==> src/rtl/prbs_pkg.sv <==
// Package: shared constants and helpers for the parallel PRBS generator.
// Assumes at most three polynomials, indexed 0..2; the select code 3 aliases index 2.
package prbs_pkg;

    localparam int WORD_W  = 32;
    localparam int NUM_PAT = 3;
    localparam int REG_W   = 31;

    typedef enum logic [1:0] {
        PAT_P7      = 2'b00,
        PAT_P23     = 2'b01,
        PAT_P31     = 2'b10,
        PAT_P31_ALT = 2'b11
    } pat_sel_e;

    // Register length of polynomial index idx.
    function automatic int pat_len(input int idx);
        case (idx)
            0:       return 7;
            1:       return 23;
            default: return 31;
        endcase
    endfunction

    // Inner feedback tap of polynomial index idx.
    function automatic int pat_tap(input int idx);
        case (idx)
            0:       return 6;
            1:       return 18;
            default: return 28;
        endcase
    endfunction

    // Map a select code onto a polynomial index.
    function automatic logic [1:0] pat_index(input logic [1:0] sel);
        return (sel == PAT_P31_ALT) ? 2'(PAT_P31) : sel;
    endfunction

endpackage

==> src/rtl/prbs_leap.sv <==
// Module: prbs_leap
// Advances an N-stage Fibonacci LFSR by W serial steps in one combinational pass.
// Each step XORs stages TAP and N, shifts the register up and loads the result into stage 1.
// That result is also the emitted bit. Word bit 0 is the first step.
// Assumes 1 <= TAP < N.
module prbs_leap #(
    parameter int N   = 31,
    parameter int TAP = 28,
    parameter int W   = 32
) (
    input  logic [N-1:0] state_i,
    output logic [N-1:0] state_o,
    output logic [W-1:0] word_o
);

    // Unrolled serial stepping: W iterations of shift-and-feedback.
    always_comb begin
        logic [N-1:0] s;
        logic         fb;
        s      = state_i;
        word_o = '0;
        for (int i = 0; i < W; i++) begin
            fb        = s[TAP-1] ^ s[N-1];
            word_o[i] = fb;
            s         = {s[N-2:0], fb};
        end
        state_o = s;
    end

endmodule

==> src/rtl/prbs_ctrl.sv <==
// Module: prbs_ctrl
// Decides, per clock, whether the generator advances, holds or reseeds.
// It keeps the effective pattern index in use. A change of effective pattern forces one reseed cycle.
// Assumes a synchronous active-low reset that captures the current selection.
module prbs_ctrl
    import prbs_pkg::*;
(
    input  logic       clk,
    input  logic       rst_n,
    input  logic       en_i,
    input  logic [1:0] sel_i,
    output logic [1:0] mode_o,
    output logic       adv_o,
    output logic       seed_o
);

    logic [1:0] mode_q;
    logic [1:0] want;

    // Effective pattern requested this cycle.
    always_comb want = pat_index(sel_i);

    // Action decode: reseed wins over advance.
    always_comb begin
        seed_o = (want != mode_q);
        adv_o  = en_i && !seed_o;
    end

    // Track the pattern the register currently holds.
    always_ff @(posedge clk) begin
        if (!rst_n) mode_q <= want;
        else        mode_q <= want;
    end

    assign mode_o = mode_q;

endmodule

==> src/rtl/prbs_outreg.sv <==
// Module: prbs_outreg
// Output stage: registers the word with optional inversion and drives the valid flag.
// Data holds its last value whenever no word is produced.
module prbs_outreg #(
    parameter int W = 32
) (
    input  logic         clk,
    input  logic         rst_n,
    input  logic         load_i,
    input  logic         inv_i,
    input  logic [W-1:0] word_i,
    output logic [W-1:0] data_o,
    output logic         valid_o
);

    // Capture a new word on load, otherwise keep data and drop valid.
    always_ff @(posedge clk) begin
        if (!rst_n) begin
            data_o  <= '0;
            valid_o <= 1'b0;
        end else begin
            valid_o <= load_i;
            if (load_i) data_o <= word_i ^ {W{inv_i}};
        end
    end

endmodule

==> src/rtl/prbs_word_gen.sv <==
// Module: prbs_word_gen (top)
// 32-bit-per-cycle PRBS generator with PRBS7, PRBS23 and PRBS31 patterns and an inversion control.
// One shared 31-bit state register holds the active pattern in its low bits.
// One unrolled stepper per polynomial runs in parallel, and the stored pattern index picks the result.
// Assumes the selection is quasi-static. Any effective change costs one cycle without a word.
module prbs_word_gen
    import prbs_pkg::*;
(
    input  logic              clk,
    input  logic              rst_n,
    input  logic              en_i,
    input  logic [1:0]        sel_i,
    input  logic              inv_i,
    output logic [WORD_W-1:0] data_o,
    output logic              valid_o
);

    logic [REG_W-1:0]  st_q;
    logic [REG_W-1:0]  nxt_st [NUM_PAT];
    logic [WORD_W-1:0] nxt_wd [NUM_PAT];
    logic [1:0]        mode;
    logic              adv;
    logic              seed;

    prbs_ctrl u_ctrl (
        .clk    (clk),
        .rst_n  (rst_n),
        .en_i   (en_i),
        .sel_i  (sel_i),
        .mode_o (mode),
        .adv_o  (adv),
        .seed_o (seed)
    );

    // One stepper per polynomial, sized from the package tables.
    for (genvar g = 0; g < NUM_PAT; g++) begin : g_pat
        localparam int LEN = pat_len(g);
        localparam int TP  = pat_tap(g);
        logic [LEN-1:0] ns;

        prbs_leap #(.N(LEN), .TAP(TP), .W(WORD_W)) u_leap (
            .state_i (st_q[LEN-1:0]),
            .state_o (ns),
            .word_o  (nxt_wd[g])
        );

        assign nxt_st[g] = REG_W'(ns);
    end

    // State register: seed on reset or pattern change, step on advance.
    always_ff @(posedge clk) begin
        if (!rst_n || seed) st_q <= '1;
        else if (adv)       st_q <= nxt_st[mode];
    end

    prbs_outreg #(.W(WORD_W)) u_out (
        .clk     (clk),
        .rst_n   (rst_n),
        .load_i  (adv),
        .inv_i   (inv_i),
        .word_i  (nxt_wd[mode]),
        .data_o  (data_o),
        .valid_o (valid_o)
    );

endmodule

==> config.mk <==
export PLATFORM = sky130hd
export DESIGN_NAME = prbs_word_gen
export DESIGN_NICKNAME = d
export VERILOG_FILES = /design/src/rtl/prbs_pkg.sv /design/src/rtl/prbs_leap.sv /design/src/rtl/prbs_ctrl.sv /design/src/rtl/prbs_outreg.sv /design/src/rtl/prbs_word_gen.sv
export SDC_FILE = /design/constraint.sdc
export NUM_CORES = 1
export LEC_CHECK = 0
export CAP_MARGIN = 10
export CORE_MARGIN = 3
export CORE_UTILIZATION = 40
export DETAILED_ROUTE_END_ITERATION = 7
export HOLD_SLACK_MARGIN = 0.08
export PLACE_DENSITY = 0.61
export SETUP_SLACK_MARGIN = 0.15
export SYNTH_ARGS = -nofsm -noshare
export SYNTH_HDL_FRONTEND = slang
export SYNTH_SLANG_ARGS = --single-unit
==> constraint.sdc <==
create_clock -name clk -period 3.2 [get_ports clk]
set_input_delay 0.64 -clock clk [delete_from_list [all_inputs] [get_ports clk]]
set_output_delay 0.64 -clock clk [all_outputs]
set_load 0.03 [all_outputs]
After elaboration in Yosys (flattened, before gate mapping)
Cells that the tools add are included.
- latch bits: 0
- output and inout port bits: 33
- logic and storage cells: 116
- bits in registers: 66
- bits of input ports: 6
- memory bits (read-only): 0
- bits in writable memories: 0
- memories kept: 0
- $lt $le $gt $ge: 1
- mux-type cells: 7
- shift operators: 0
- divide/modulo/power cells: 0
- reductions and logical operators: 4
- equal/unequal tests: 2
- multipliers: 0
- add/subtract/negate cells: 0
- bitwise logic cells: 98
- operators with widths (operator ; count):
    bitwise XOR 1 bit ; 96
    binary-select mux 32 bit (select 2 bit) ; 1
    2-to-1 mux 32 bit ; 2
    binary-select mux 31 bit (select 2 bit) ; 1
    2-to-1 mux 31 bit ; 2
    bitwise XOR 32 bit ; 1
    greater-or-equal comparator 3 bit (second input constant) ; 1
    inverter 2 -> 3 bit ; 1
    == test 2 bit (second input constant) ; 1
    zero test 1 bit ; 2
    2-to-1 mux 2 bit ; 1
    != test 2 bit ; 1
    logical AND 1 bit ; 1
    logical OR 1 bit ; 1

Depth between registers and ports, before layout
- word-level depth: 10
- mapped depth: 9
- depth with buffers taken out: 6

Cells and area by module
A second synthesis with hierarchy kept.
- cells, all modules: 558
- area, all modules: 5280.1 um^2
- modules (own cells, without submodules) (module ; seq. area each (um^2) ; times used ; area each (um^2) ; cells each):
    prbs_word_gen ; 620.6 ; 1 ; 2232.1 ; 233
    prbs_outreg ; 660.6 ; 1 ; 1390.1 ; 144
    prbs_leap (g_pat[2].u_leap) ; 0.0 ; 1 ; 558.0 ; 63
    prbs_leap (g_pat[1].u_leap) ; 0.0 ; 1 ; 533.0 ; 56
    prbs_leap (g_pat[0].u_leap) ; 0.0 ; 1 ; 473.0 ; 52
    prbs_ctrl ; 40.0 ; 1 ; 93.8 ; 10

Least setup slack after synthesis
No wires, ideal clock.
- path type: input -> register
- start: input sel_i[0]
- end: register u_out.data_o[30]
- slack: 1.354 ns
- required time: 3.071 ns
- library setup time: 0.129 ns
- path buffers: 2
- arrival time: 1.717 ns
- stages on the path: 7
- cells stage by stage: xnor2_1 > a22o_1 > nand2_1 > buf_2 > buf_2 > a32oi_1 > o211ai_2
- longest elaborated chain between the ends: 5
- ends and longest elaborated chain (what ; RTL line ; RTL):
    start, declared ; prbs_word_gen.sv:12 ; input logic [1:0] sel_i,
    == test 2 bit ; prbs_pkg.sv:36 ; return (sel == PAT_P31_ALT) ? 2'(PAT_P31) : sel;
    2-to-1 mux 2 bit * ; prbs_pkg.sv:36 ;
    != test 2 bit * ; prbs_ctrl.sv:25 ; seed_o = (want != mode_q);
    zero test 1 bit * ; prbs_ctrl.sv:26 ; adv_o = en_i && !seed_o;
    logical AND 1 bit * ; prbs_ctrl.sv:26 ;
    end signal, assigned ; prbs_outreg.sv:23 ; if (load_i) data_o <= word_i ^ {W{inv_i}};
    end, declared ; prbs_outreg.sv:12 ; output logic [W-1:0] data_o,
Every way passes the cells marked *; elsewhere a longest branch is shown, timed or not.
A chain may end at the register's enable or synchronous reset.

Worst setup path after layout
- start: register st_q[3]
- end: register u_out.data_o[31]
- longest elaborated chain between the ends: 9
- ends and longest elaborated chain (what ; RTL line ; RTL):
    start, declared ; prbs_word_gen.sv:18 ; logic [REG_W-1:0] st_q;
    start signal, assigned ; prbs_word_gen.sv:53 ; else if (adv) st_q <= nxt_st[mode];
    bitwise XOR 1 bit (5 in a row) ; prbs_leap.sv:23 ; fb = s[TAP-1] ^ s[N-1];
    binary-select mux 32 bit (select 2 bit) ; prbs_word_gen.sv:61 ; .word_i (nxt_wd[mode]),
    2-to-1 mux 32 bit (not written as such) (2 in a row) ; prbs_word_gen.sv:61 ;
    bitwise XOR 32 bit ; prbs_outreg.sv:23 ;
No other way between the ends. The select of a mux whose other input is x is not followed.

==> results.md <==
- Clock H-tree levels: 3
- Combinational power share: 23.7%
- Setup bufs post-CTS: 0
- Worst setup SP type: flip-flop
- Multi-input combinational cell area: 2609 um2
- Drt drc: 0
- Cells after synthesis: 496
- RSZ-0062 raised after global routing: no
- Placed cells: 624
- Netlist cell types: 49
- Synth Cell Area: 4217 um2
- Final hold violation count: 0
- CTS buffer count: 9
- # IOs: 39
- ANT cells: 0
- Slew @ Worst Pin: 0.9342 ns
- FF+latch count, synth: 66
- Post-synth EDFFs: 0
- Worst clock skew: 0.008292 ns
- Reg area: 1321 um2
- Top FF cell, synth: dfxtp_1
- Nets: 508
- Clk pwr share: 35.7%
- Max-cap viol count: 0
- Total core area: 10000 um2
- Clock-pin slew on the worst setup and hold paths: 0.08 ns
- Sink Count: 66
- Antenna violations before repair: 0
- Clk Latency, worst-skew pair: 0.35 ns
- Root buf cell: clkbuf_8
- I/O Buffers: 38
- 1st-iter DRT viols: 259
- Setup TNS: 0 ns
- Highest clock rate: 418.8 MHz
- WL met1: 5.172 mm
- Final min period: 2.388 ns
- Max_slew headroom: 37.59%
- Layout cells sized above 1: 9.270%
- Non-filler instance count after layout: 640
- Die Area: 11,810 um2
- Pins over their slew limit: 0
- Grt ovf: 0
- Total power per unit cell area: 467.6 nW/um2
- Tcrit/Tclk final: 74.62%
- CTS tree: done
- Via count: 3,504
- Synthesis Warnings: 0
- Seq pwr share: 40.6%
- Critical path endpoint category: flip-flop
- VDD IR max: 231.7 uV
- Worst Path Max Fanout: 12
- Pre-antenna DRT Iters: 5
- PostCTS Resize Cnt: 0
- DR WL/cell: 17.79 um
- Met3 wire len: 617 um
- Sw power: 0.7089 mW
- Final ANT Viol Nets: 0
- GPL Wtd Cong: 0.9241
- Switching share of power: 31.24%
- Area Overhead vs Synth: 15.07%
- FFs w/ async S/R, synth: 0%
- Crit Path Class: flip-flop to flip-flop
- First-pass GRT wire length: 18.33 mm
- DR vias/cell: 5.475
- Req. time, crit path: 3.45 ns
- Status: finished, final reports clean
- Routed Wire Length: 11.39 mm
- Pleak: 1.711 nW
- Post-DP HPWL: 8.180 mm
- Crit path DAT: 2.63 ns
- Hold crit path type: flip-flop to flip-flop
- Final setup vio count: 0
- Chip height: 108.7 um
- Cell row count: 36
- Syn_area_per_cell: 8.501 um2
- Pint: 1.560 mW
- Filler cell count: 980
- Initial core utilization: 42.17%
- Synthesized Nets: 502
- Sequential cell area fraction in the yosys report: 31.34%
- Pin count of the biggest net entering global routing: 51
- WL met2: 5.225 mm
- Global Route Usage Sum: 20.23%
- CTS Hold Bufs: 0
- Via count of the first global-routing pass: 3,414
- Die width: 108.7 um
- Clock tree buffer depth: 2
- Uppermost layer routed: met4
-- layer usage --
| layer | vias to the layer above | global-route usage (%) |
|---|---|---|
| li1 | 1692 | - |
| met1 | 1665 | 27.46 |
| met2 | 119 | 31.16 |
| met3 | 28 | 4.440 |
| met4 | 0 | 8.296 |
| met5 | - | 0 |
-- area by class of cell --
type | instances | share of cell area (%)
Sequential cell | 66 | 27.23
Clock buffer | 10 | 2.837
Multi-Input combinational cell | 367 | 53.76
Clock inverter | 6 | 1.857
Timing Repair Buffer | 54 | 10.57
Tap cell | 133 | 3.430
Inverter | 4 | 0.3094
-- through the flow --
stage	hold WS [ns]	setup slack, ns	utilization [%]	total power [mW]	cell area, um2
2_1_floorplan	0.4611	1.354	-	1.324	4217
3_3_place_gp	0.4717	0.8211	46.25	1.466	4624
3_5_place_dp	0.4667	0.8055	46.25	1.473	4624
4_1_cts	0.4904	0.8556	48.52	2.284	4852
5_1_grt	0.5148	0.7350	48.52	2.372	4852
6_report	0.4901	0.8122	48.52	2.269	4852
-- power by group through the flow --
stage / Sequential [mW] / Combinational, mW / Clock [mW]
after floorplan: 0.949 / 0.375 / 0
after global placement: 0.938 / 0.528 / 0
after detailed placement: 0.940 / 0.533 / 0
after CTS: 0.921 / 0.536 / 0.828
after global routing: 0.926 / 0.584 / 0.861
final: 0.921 / 0.537 / 0.811
-- cells in the mapped netlist, types with 2 or more instances --
library cell  count  share of area, %
nand2b_1          6              0.89
a22oi_1           7               1.2
and2_1           27               4.0
a221o_1           8               1.9
a21o_1            3              0.53
dfxtp_1          66                31
inv_1             3              0.27
o311ai_0          2              0.42
buf_2            15               1.8
a2bb2oi_1         2              0.42
a31o_1            2              0.42
o21ai_0          47               5.6
nand2_1          38               3.4
buf_1             3              0.27
a31o_2            4              0.83
mux2i_1          11               2.6
o22ai_1          15               2.2
a22o_1            2              0.42
nor2b_1           7               1.0
clkbuf_1         33               2.9
a21oi_1          28               3.3
o21a_1            3              0.53
xnor2_1          74                15
xor2_4            2               1.3
mux2_2            2              0.53
buf_4             7               1.2
a21boi_1          2              0.36
o21ai_1           4              0.47
and3_1            2              0.30
o221ai_1          3              0.62
xor2_1           45               9.3
nand3_1           2              0.24
nor2_1            5              0.45
-- cells by family (layout without fill, tap and decap cells) --
family / after synthesis / after routing / synth area share, %
flip-flops: 66 / 66 / 31.34
buffers and inverters: 63 / 74 / 6.854
AO/OA/AOI/OAI: 140 / 140 / 21.01
AND/OR/NAND/NOR: 92 / 92 / 11.25
XOR/XNOR: 122 / 122 / 26.41
multiplexers: 13 / 13 / 3.145
-- registers in the layout (all words and copies together) (netlist names) --
register and cells:
u_out.valid_o 1, u_ctrl.mode_o 2, st_q 31, u_out.data_o 32
-- cells in the final DEF, fill, tap and decap left out, types with 5 or more instances in the layout --
master and count:
clkbuf_8 10, nand2_1 37, a22oi_1 7, o21ai_0 47, dfxtp_1 66, clkdlybuf4s50_1 38
nand2b_1 6, xor2_1 45, xnor2_1 74, a221o_1 8, buf_4 15, nor2_1 5
o22ai_1 15, nor2b_1 7, mux2i_1 11, and2_1 27, a21oi_1 28
-- critical path, cell delays in order, from the launching register on --
cell      delay [ns]
dfxtp_1         0.85
xor2_4          0.19
xnor2_1         0.18
a222oi_1        0.64
xor2_1          0.21
o21ai_1         0.07
and2_1          0.15
-- final timing paths --
kind                                      start                            end  slack, ns  cells after the start
hold reg to reg   u_out.data_o[29]$_SDFFE_PN0P_  u_out.data_o[29]$_SDFFE_PN0P_       0.49                      1
setup / recovery           st_q[3]$_SDFFE_PP1P_  u_out.data_o[31]$_SDFFE_PN0P_       0.81                      6
setup reg to reg           st_q[3]$_SDFFE_PP1P_  u_out.data_o[31]$_SDFFE_PN0P_       0.81                      6
hold / removal    u_out.data_o[29]$_SDFFE_PN0P_  u_out.data_o[29]$_SDFFE_PN0P_       0.49                      1
Power figures use the tool's default switching activity.
